===== config.mk =====
export PLATFORM = sky130hd
export DESIGN_NAME = simt_warp_sched
export DESIGN_NICKNAME = d
export VERILOG_FILES = /design/src/rtl/simt_warp_sched.sv
export SDC_FILE = /design/constraint.sdc
export NUM_CORES = 1
export LEC_CHECK = 0
export BUFFER_PORTS_ARGS = -buffer_cell sky130_fd_sc_hd__buf_2
export CORE_ASPECT_RATIO = 0.5
export CORE_MARGIN = 2
export CORE_UTILIZATION = 50
export CTS_CLUSTER_DIAMETER = 40
export DETAILED_ROUTE_END_ITERATION = 10
export PLACE_DENSITY = 0.67
export SETUP_SLACK_MARGIN = 0.5
export SLEW_MARGIN = 20
export SYNTH_ARGS = -nofsm -noshare
export SYNTH_HDL_FRONTEND = slang
export SYNTH_SLANG_ARGS = --single-unit

===== constraint.sdc =====
create_clock -name clk -period 12 [get_ports clk]
set_input_delay 2.4 -clock clk [delete_from_list [all_inputs] [get_ports clk]]
set_output_delay 2.4 -clock clk [all_outputs]
set_load 0.05 [all_outputs]

===== src/rtl/simt_warp_sched.sv =====
module simt_warp_sched #(
  parameter int NUM_WARPS   = 4,
  parameter int NUM_THREADS = 4,
  parameter int PC_W        = 32,
  parameter int STACK_DEPTH = 4,
  parameter int NUM_BARS    = 4,
  parameter int unsigned RESET_PC = 32'h100,
  parameter int PC_STEP     = 4,
  localparam int WID_W  = $clog2(NUM_WARPS),
  localparam int CNT_W  = $clog2((NUM_WARPS > NUM_THREADS ? NUM_WARPS : NUM_THREADS) + 1),
  localparam int BAR_W  = $clog2(NUM_BARS)
) (
  input  logic                   clk,
  input  logic                   rst_n,
  input  logic                   cmd_valid,
  input  logic [2:0]             cmd_op,
  input  logic [WID_W-1:0]       cmd_wid,
  input  logic [CNT_W-1:0]       cmd_count,
  input  logic [PC_W-1:0]        cmd_addr,
  input  logic [NUM_THREADS-1:0] cmd_pred,
  input  logic [BAR_W-1:0]       cmd_bar_id,
  output logic                   fetch_valid,
  output logic [WID_W-1:0]       fetch_wid,
  output logic [PC_W-1:0]        fetch_pc,
  output logic [NUM_THREADS-1:0] fetch_tmask,
  output logic                   stack_err
);
  localparam int SP_W   = $clog2(STACK_DEPTH + 1);
  localparam int STK_W  = (STACK_DEPTH > 1) ? $clog2(STACK_DEPTH) : 1;
  localparam int WCNT_W = $clog2(NUM_WARPS + 1);

  logic [NUM_WARPS-1:0]   active, stalled, ready;
  logic [PC_W-1:0]        pc    [NUM_WARPS];
  logic [NUM_THREADS-1:0] tmask [NUM_WARPS];
  logic [SP_W-1:0]        sp    [NUM_WARPS];
  logic [NUM_THREADS-1:0] stk_m  [NUM_WARPS][STACK_DEPTH];
  logic [PC_W-1:0]        stk_pc [NUM_WARPS][STACK_DEPTH];
  logic [WCNT_W-1:0]      bar_cnt  [NUM_BARS];
  logic [NUM_WARPS-1:0]   bar_wait [NUM_BARS];
  logic [WID_W-1:0]       last, sel;

  function automatic logic [NUM_THREADS-1:0] low_lanes(input logic [CNT_W-1:0] n);
    for (int l = 0; l < NUM_THREADS; l++) low_lanes[l] = (l < int'(n));
  endfunction

  assign ready = active & ~stalled;

  always_comb begin
    logic found;
    found = 1'b0;
    sel   = last;
    for (int k = 1; k <= NUM_WARPS; k++) begin
      if (!found && ready[(int'(last) + k) % NUM_WARPS]) begin
        sel   = WID_W'((int'(last) + k) % NUM_WARPS);
        found = 1'b1;
      end
    end
  end

  assign fetch_valid = |ready;
  assign fetch_wid   = sel;
  assign fetch_pc    = pc[sel];
  assign fetch_tmask = tmask[sel];

  wire is_tmc   = cmd_valid && cmd_op == 3'd0;
  wire is_spawn = cmd_valid && cmd_op == 3'd1;
  wire is_split = cmd_valid && cmd_op == 3'd2;
  wire is_join  = cmd_valid && cmd_op == 3'd3;
  wire is_bar   = cmd_valid && cmd_op == 3'd4;

  wire [SP_W-1:0]        cur_sp    = sp[cmd_wid];
  wire [NUM_THREADS-1:0] cur_tmask = tmask[cmd_wid];
  wire [NUM_THREADS-1:0] taken     = cmd_pred & cur_tmask;
  wire [NUM_THREADS-1:0] not_taken = ~cmd_pred & cur_tmask;
  wire                   stk_full  = int'(cur_sp) >= STACK_DEPTH;
  wire                   stk_empty = cur_sp == '0;
  wire [STK_W-1:0]       push_idx  = stk_full ? '0 : STK_W'(cur_sp);
  wire [STK_W-1:0]       pop_idx   = stk_empty ? '0 : STK_W'(int'(cur_sp) - 1);
  wire [NUM_THREADS-1:0] pop_m     = stk_m[cmd_wid][pop_idx];
  wire [PC_W-1:0]        pop_pc    = stk_pc[cmd_wid][pop_idx];
  wire [NUM_THREADS-1:0] tmc_m     = low_lanes(cmd_count);
  wire                   bar_rel   = (int'(bar_cnt[cmd_bar_id]) + 1) >= int'(cmd_count);

  always_ff @(posedge clk) begin
    if (!rst_n) begin
      active    <= NUM_WARPS'(1);
      stalled   <= '0;
      last      <= WID_W'(NUM_WARPS - 1);
      stack_err <= 1'b0;
      for (int w = 0; w < NUM_WARPS; w++) begin
        pc[w]    <= PC_W'(RESET_PC);
        tmask[w] <= (w == 0) ? NUM_THREADS'(1) : '0;
        sp[w]    <= '0;
      end
      for (int b = 0; b < NUM_BARS; b++) begin
        bar_cnt[b]  <= '0;
        bar_wait[b] <= '0;
      end
    end else begin
      stack_err <= 1'b0;
      if (fetch_valid) begin
        pc[sel] <= pc[sel] + PC_W'(PC_STEP);
        last    <= sel;
      end
      if (is_tmc) begin
        tmask[cmd_wid] <= tmc_m;
        if (tmc_m == '0) active[cmd_wid] <= 1'b0;
      end
      if (is_spawn) begin
        for (int w = 0; w < NUM_WARPS; w++) begin
          if (w < int'(cmd_count) && !active[w]) begin
            active[w]  <= 1'b1;
            stalled[w] <= 1'b0;
            pc[w]      <= cmd_addr;
            tmask[w]   <= '1;
            sp[w]      <= '0;
          end
        end
      end
      if (is_split) begin
        if (stk_full) begin
          stack_err <= 1'b1;
        end else begin
          stk_m[cmd_wid][push_idx]  <= not_taken;
          stk_pc[cmd_wid][push_idx] <= cmd_addr;
          sp[cmd_wid]               <= cur_sp + 1'b1;
          tmask[cmd_wid]            <= taken;
          if (taken == '0) active[cmd_wid] <= 1'b0;
        end
      end
      if (is_join) begin
        if (stk_empty) begin
          stack_err <= 1'b1;
        end else begin
          sp[cmd_wid] <= cur_sp - 1'b1;
          if (pop_m != '0) begin
            tmask[cmd_wid] <= pop_m;
            pc[cmd_wid]    <= pop_pc;
          end
        end
      end
      if (is_bar) begin
        if (bar_rel) begin
          bar_cnt[cmd_bar_id]  <= '0;
          bar_wait[cmd_bar_id] <= '0;
          for (int w = 0; w < NUM_WARPS; w++)
            if (bar_wait[cmd_bar_id][w]) stalled[w] <= 1'b0;
        end else begin
          bar_cnt[cmd_bar_id]           <= bar_cnt[cmd_bar_id] + 1'b1;
          bar_wait[cmd_bar_id][cmd_wid] <= 1'b1;
          stalled[cmd_wid]              <= 1'b1;
        end
      end
    end
  end
endmodule


== After elaboration in Yosys (flattened, before gate mapping) ==
Memories as Yosys holds them, arrays and structs flattened.
Cells that the tools add are included.
Storage, ports and cells
  register bits: 11
  RAM bits: 760
  input bits: 49
  output and inout port bits: 40
  logic and storage cells: 257
  memories kept: 7
Memory list
  stk_pc: depth 4, width 128, rd ports 1, clocked after memory_dff 0, write ports 1, RTL line 37  | logic [PC_W-1:0] stk_pc [NUM_WARPS][STACK_DEPTH];
  pc: depth 4, width 32, rd ports 1, clocked after memory_dff 0, write ports 5, RTL line 33  | logic [PC_W-1:0] pc [NUM_WARPS];
  stk_m: depth 4, width 16, rd ports 1, clocked after memory_dff 0, write ports 1, RTL line 36  | logic [NUM_THREADS-1:0] stk_m [NUM_WARPS][STACK_DEPTH];
  bar_wait: depth 4, width 4, rd ports 1, clocked after memory_dff 0, write ports 4, RTL line 39  | logic [NUM_WARPS-1:0] bar_wait [NUM_BARS];
  tmask: depth 4, width 4, rd ports 2, clocked after memory_dff 0, write ports 4, RTL line 34  | logic [NUM_THREADS-1:0] tmask [NUM_WARPS];
  bar_cnt: depth 4, width 3, rd ports 1, clocked after memory_dff 0, write ports 4, RTL line 38  | logic [WCNT_W-1:0] bar_cnt [NUM_BARS];
  1 more memories
Cells by class
  add/subtract/negate cells: 10
  order comparisons: 15
  equal/unequal tests: 5
  multiplexer cells: 142
  bitwise operators: 38
  reductions and logical operators: 36
Operator list (number)
  $mux 32: 8
  $mux 128: 1
  $mux 4: 24
  $mux 1: 80
  $bmux 32 s2: 1
  $demux 32 s2: 1
  $add 32x3->32 const B: 1
  $reduce_or 32->1: 1
  $mux 3: 8
  $mux 2: 11
  $and 4x4->4: 5
  $or 1x1->1: 20
  $lt 3x4->1 const B: 4
  $mux 16: 1
  $logic_and 1x1->1: 14
  $not 4->4: 3
  $reduce_or 4->1: 3
  $ge 3x3->1 const B: 3
  $bmux 1 s2: 4
  $bmux 4 s2: 1
  $demux 4 s2: 1
  $logic_not 4->1: 2
  $reduce_or 2->1: 4
  $logic_not 1->1: 7
  25 further kinds: 38

== Longest topological paths before layout ==
Gate-level depths: netlist (run 1).
  depth after elaboration: 20
  depth in mapped cells: 15
  gate-level depth less buffers: 11

== Least setup slack after synthesis (run 1) ==
No wires, ideal clock.
  path kind: input port to flip-flop
  from: input port cmd_wid[0]
  to: memory pc[1][0], enable pin
  setup time: 561 ps
  arrival: 5631 ps
  data required time: 11439 ps
  setup slack: 5808 ps
  cell stages on the path: 11
  buffers on the path: 4
  cells stage by stage: buf_6 -> mux4_2 -> buf_6 -> clkinv_1 -> nor2_1 -> a221o_1 -> or4_1 -> buf_2 -> nand3_1 -> clkbuf_1 -> nand3_1
RTL lines
  start, declared: RTL line 17  | input logic [WID_W-1:0] cmd_wid,
  end, declared: RTL line 33

==> results.md, run 1 <==
* Synth Area per Inst at approximately 16 µm²
* Max cap viols at 0
* Crit Path Category: primary input to register
* Final RePlAce weighted congestion at about 0.89
* Post-synth net total at between 2,000 and 2,500
* Grt peak-use layer: met1
* Initial DRC count at ~2,800
* Setup crit end kind: register
* Vias at 19,610
* Total grt overflow at 0
* Actual slew at the worst max-slew pin at approximately 1200 ps
* Final hold violation count at 0
* Ratio of cells with drive above 1 in the final layout at 23.24%
* WL/cell at approximately 28 µm
* H-tree lvl count at 3
* Final instance area at 0.03724 mm²
* Cell Area, Synth at between 0.03 and 0.04 mm²
* Max Transition Viols Final at 0
* Dpl hpwl at ~50 mm
* Vias in the first global route at around 19,000
* Initial Util at 50.96%
* Residual DRC count at 0
* GR Util met2 at between 30% and 40%
* Clock Path Buffers at 3
* Pwr dens at approximately 160 mW/mm²
* Sink Count at slightly below 800
* Synth area leader: edfxtp_1
* Io pins at 89
* Final WL at ~86 mm
* Via density per instance at ~6.4
* Setup Total Neg Slack at 0 ps
* Fin crit share at around three fifths
* Die area at between 0.06 and 0.07 mm²
* Unrepaired setup endpoints after global routing: no
* Ranking of synthesized cells by area: edfxtp_1 68%, mux4_2 12%, nor2_1 2.4%
* Number of synthesized flops with an enable pin at 760
* FFs w/ async S/R, synth at 0%
* Fin nets at ~2,200
* Hold Buf Count CTS at 0
* Hold_sp: stalled[2]
* Setup violators final at 0
* Final ANT Viol Nets at 0
* Port buffer count at ~90
* Synth unique cells at 73
* Post-CTS Setup Inserts at 0
* Max FO, Critical Path at 43
* Post-CTS resize count at 0
* RR Startpoint: sp[0][1]
* Commonest cells post-synth: 760 x edfxtp_1, 213 x nor2_1, 182 x nand2_1
* Fin crit period at 6987 ps
* Seq/Total Area, Yosys at about 69%
* All-Layer GR Usage at roughly a quarter
* VDD IR max at roughly 0.12 mV
* Die H at ~190 µm
* Num rows at 66
* Clk_lat worst skew at around 640 ps
* Synthesis-stage register bit count at slightly below 800
* Hold Path Class: register to register
* Largest net degree at the start of global routing at approximately 100
* Area delta synth->final at 11.60%
* DRT Pass-1 Iters at 6
* Met3 Use GR at under 10%
* Crit path launch: cmd_wid[0]
* Top-count cell post-synth: edfxtp_1
* Final Skew at approximately 34 ps
* Status: completed
* Placed inst area at between 0.03 and 0.04 mm²
* M1 GR Usage at between 30% and 40%
* Static leakage at roughly 12 nW
* Critical path required time at ~12,000 ps
* DIE WIDTH at between 300 and 400 µm
* Initial antenna violation count at 3
* Core Area at approximately 0.065 mm²
* Max Fclk at 0.1431 GHz
* Syn Inst Count at roughly 2,000
* First-pass GRT wire length at roughly 130 mm
* Rel. slew slack at 23.18%
* Synth Flop Type: edfxtp_1
* CTS tree: yes
* Num CTS Buffers at 73
* Clock-pin slew of the registers on the worst-case setup and hold paths at 60 ps
* Top cell type's share of synthesized area at between 60% and 70%
* Worst setup SP type: primary input
* Synth warnings at 0
* Root Buffer: clkbuf_16
* Arrival time of the worst setup path at roughly 7000 ps
## final cells by class
type | instances | area, µm²
fill | 4936 | 28240
clock inverter | 43 | 447.9
tap | 884 | 1106
inverter | 32 | 122.6
multi-input combinational | 1108 | 9798
antenna | 1 | 2.502
clock buffer | 87 | 1921
timing repair buffer | 132 | 803.3
sequential | 771 | 23040
## metal layers
layer | wire, µm | vias up
li1 | - | 8305
met5 | 0 | -
met4 | 2012 | 0
met2 | 38330 | 1063
met3 | 8264 | 157
met1 | 37050 | 10080
## cells by family after synthesis
group / share of synthesized area [%]
AO/OA/AOI/OAI: 6.310
flip-flops: 69.05
buffers and inverters: 2.152
XOR/XNOR: 0.8136
AND/OR/NAND/NOR: 7.742
multiplexers: 13.69
adder cells (fa/ha/maj): 0.2475
## path summary, 6_finish.rpt
check	end	slack [ps]	cells after the start
worst min-delay path	stalled[2]	510	1
worst min register to register	stalled[2]	510	1
worst max-delay path	pc[2][28]	5010	7
worst max register to register	pc[2][28]	7030	6
## registers in the layout (all words and copies together), names as in the netlist
register / flops
bar_cnt: 12
last: 2
sp: 12
bar_wait: 16
active: 4
stack_err: 1
stk_m: 64
stalled: 4
stk_pc: 512
pc: 128
tmask: 16
## worst max-delay path, stage by stage
cell	delay, ps
buf_8	360
buf_4	680
mux4_2	610
a221o_1	340
or4_1	710
nand3_1	730
nand3_2	1120
## metrics by stage
stage | hold WS (ps) | worst slack, ps | power, W | utilization [%] | instances
4_1_cts | 508.6 | 4775 | 0.005957 | 56.84 | 3056
6_report | 505.7 | 5013 | 0.005942 | 56.87 | 3058
3_5_place_dp | 495.2 | 4137 | 0.003670 | 53.22 | 2926
3_3_place_gp | 482.0 | 4232 | 0.003662 | 53.22 | 2926
5_1_grt | 526.8 | 4766 | 0.006115 | 56.87 | 3058
2_1_floorplan | 463.4 | 5808 | 0.003469 | - | 2034
## power breakdown
| part | internal, W | switching, W |
|---|---|---|
| Combinational | 0.000170 | 0.000423 |
| Clock | 0.00131 | 0.00102 |
| Sequential | 0.00301 | 0.0000151 |
## layout by cell type, fill, tap and decap left out, types with 13 or more instances in the layout
cell type	count
buf_4	42
a221oi_1	40
clkinv_1	13
nor3_1	15
buf_2	86
o21ai_0	60
clkbuf_16	74
xnor2_1	23
o221ai_1	34
edfxtp_1	760
mux2i_1	27
nor2_4	16
mux4_2	179
nand2_1	181
a221o_1	29
a21oi_1	75
nor2_1	197
inv_1	29
nand3_1	55
Power figures use the tool's default switching activity.
==> run 2, diff against run 1 <==
- clock period: 12 -> 7.1 ns (I/O delays scaled with it)
==> results.md, run 2 (same netlist as run 1, synthesis figures left out) <==
* Min-Delay Endpoint: stalled[2]
* Ratio of cells with drive above 1 in the final layout at 23.93% (+0.69 points)
* Met3 Use GR at 5.134% (+0.066 points)
* Area delta synth->final at 12.45%
* Vias at 19,760 (+0.75%)
* Num CTS Buffers at 76 (+4.1%)
* RR Startpoint: stalled[3]
* H-tree lvl count at 3 (unchanged)
* Clock Path Buffers at 3 (unchanged)
* DRT Pass-1 Iters at 5 (-1)
* Core Area at 0.06549 mm² (unchanged)
* Fin crit share at between 70% and 80%
* Final ANT Viol Nets at 0 (unchanged)
* Filler cell count at 4,964 (+0.57%)
* Io pins at 89 (unchanged)
* Final instance area at 0.03753 mm² (+0.76%)
* Initial antenna violation count at 3 (unchanged)
* Sink Count at 771 (unchanged)
* Final Util at 57.30% (+0.43 points)
* Final hold violation count at 0 (unchanged)
* Top cell family by delay on the critical path: buffers and inverters
* Crit-path cells: nand2b_2 -> o221a_4 -> o21a_4 -> inv_4 -> mux4_1 -> buf_2
* Status: completed
* GR Util met2 at 37.55% (+0.43 points)
* Max cap viols at 0 (unchanged)
* Hold Buf Count CTS at 0 (unchanged)
* Hold Path Class: register to register
* Worst r2r dst: pc[0][30]
* Post-CTS Setup Inserts at 0 (unchanged)
* DIE WIDTH at 369.4 µm (unchanged)
* Initial DRC count at 2,905 (+3.3%)
* Initial Util at 50.96% (unchanged)
* Clk_lat worst skew at 640 ps (about the same)
* Largest stage delay, worst path at 890 ps (-230 ps)
* Num rows at 66 (unchanged)
* Setup Total Neg Slack at 0 ps (unchanged)
* Max FO, Critical Path at 47 (+9.3%)
* Largest Register: stk_pc
* Port buffer count at 88 (unchanged)
* Most frequent cells in the layout: 760 x edfxtp_1, 197 x nor2_1, 181 x nand2_1
* All-Layer GR Usage at 25.25% (+0.27 points)
* Pwr dens at 275.6 mW/mm² (+73%)
* Rel. slew slack at 21.52% (-1.7 points)
* Leading cell type in the layout, fill and taps excluded: edfxtp_1
* VDD IR max at 0.1598 mV (+34%)
* Total grt overflow at 0 (unchanged)
* M1 GR Usage at 37.85% (+0.14 points)
* Placed inst area at 0.03491 mm² (+0.18%)
* Unrepaired setup endpoints after global routing: no
* Setup crit end kind: output pin
* CTS tree: yes
* Final Skew at 36.36 ps (+2.193 ps)
* Hold depth at 1 (unchanged)
* Dpl hpwl at 51.40 mm (+2.7%)
* Largest net degree at the start of global routing at 84 (-19%)
* Vias in the first global route at 19,850 (+3.0%)
* Fin crit period at between 5000 and 6000 ps
* Arrival time of the worst setup path at 3780 ps (-3220 ps)
* Final WL at 86.13 mm (+0.56%)
* Grt peak-use layer: met1
* Via density per instance at 6.420 (+0.13%)
* Static leakage at 12.37 nW (+1.0%)
* Post-CTS resize count at 0 (unchanged)
* Critical path required time at 5680 ps (-6330 ps)
* Area of the multi-input gates at 0.009803 mm² (about the same)
* Actual slew at the worst max-slew pin at 1165 ps (+13.91 ps)
* Worst Path Buf+Inv at 2 (unchanged)
* Fin nets at 2,185 (+0.55%)
* FF-to-FF setup slack at 2510 ps (-4520 ps)
* Die H at 186.7 µm (unchanged)
* First-pass GRT wire length at 128.5 mm (+1.7%)
* FF-to-FF path depth at 11 (+5)
* Worst setup SP type: register
* WL/cell at 27.99 µm (about the same)
* Max Fclk at between 0.15 and 0.2 GHz
* Hold_sp: stalled[2]
* Largest regs: stk_pc: 512 flops, pc: 128 flops, stk_m: 64 flops
* Register Area at 0.02304 mm² (unchanged)
* Die area at 0.06895 mm² (unchanged)
* Root Buffer: clkbuf_16
* Setup violators final at 0 (unchanged)
* Clock-pin slew of the registers on the worst-case setup and hold paths at 60 ps (about the same)
* Largest register FFs at 512 (unchanged)
* Residual DRC count at 0 (unchanged)
* Crit Path Category: register to output pin
* Max Transition Viols Final at 0 (unchanged)
* Slowest CP cell: mux4_1
* Final RePlAce weighted congestion at 0.8881 (+0.32%)
[run 2: layer usage]
layer	routed length (µm)	up-vias	share of wire [%]
met5	0	-	0
met1	35960	10110	42
met4	2135	0	2.5
li1	-	8348	-
met2	39300	1133	46
met3	8739	166	10
[run 2: how the worst max path moves through the flow]
stage / start / endpoint / slack (ps) / depth (start not counted)
2_1_floorplan: cmd_wid[0] / pc[1][0] / 1890 / 11
3_3_place_gp: cmd_wid[0] / pc[1][8] / 1410 / 9
3_5_place_dp: cmd_wid[0] / pc[1][8] / 1350 / 9
4_1_cts: stalled[3] / fetch_pc[20] / 1880 / 6
5_1_grt: cmd_wid[1] / pc[2][24] / 1720 / 11
6_report: stalled[3] / fetch_pc[20] / 1900 / 6
[run 2: layout make-up]
cell class / instances / area share (%)
multi-input cells: 1108 / 26.12
flip-flops and latches: 771 / 61.40
well taps: 884 / 2.947
clock inverters: 46 / 1.534
inverters: 32 / 0.3268
clock buffers: 92 / 5.368
diodes: 3 / 0.02001
repair buffers: 141 / 2.277
[run 2: where the power goes]
group / internal, W / switching (W)
Clock: 0.00245 / 0.00175
Sequential: 0.00509 / 0.0000268
Combinational: 0.000293 / 0.000733
[run 2: metrics by stage]
stage / cells / hold slack, ps / power (W) / setup WS [ps]
6_report: 3077 / 507.2 / 0.01034 / 1904
4_1_cts: 3074 / 505.9 / 0.01039 / 1879
3_5_place_dp: 2936 / 486.5 / 0.006222 / 1353
5_1_grt: 3077 / 531.4 / 0.01066 / 1719
2_1_floorplan: 2034 / 463.4 / 0.005862 / 1888
3_3_place_gp: 2936 / 484.6 / 0.006203 / 1409
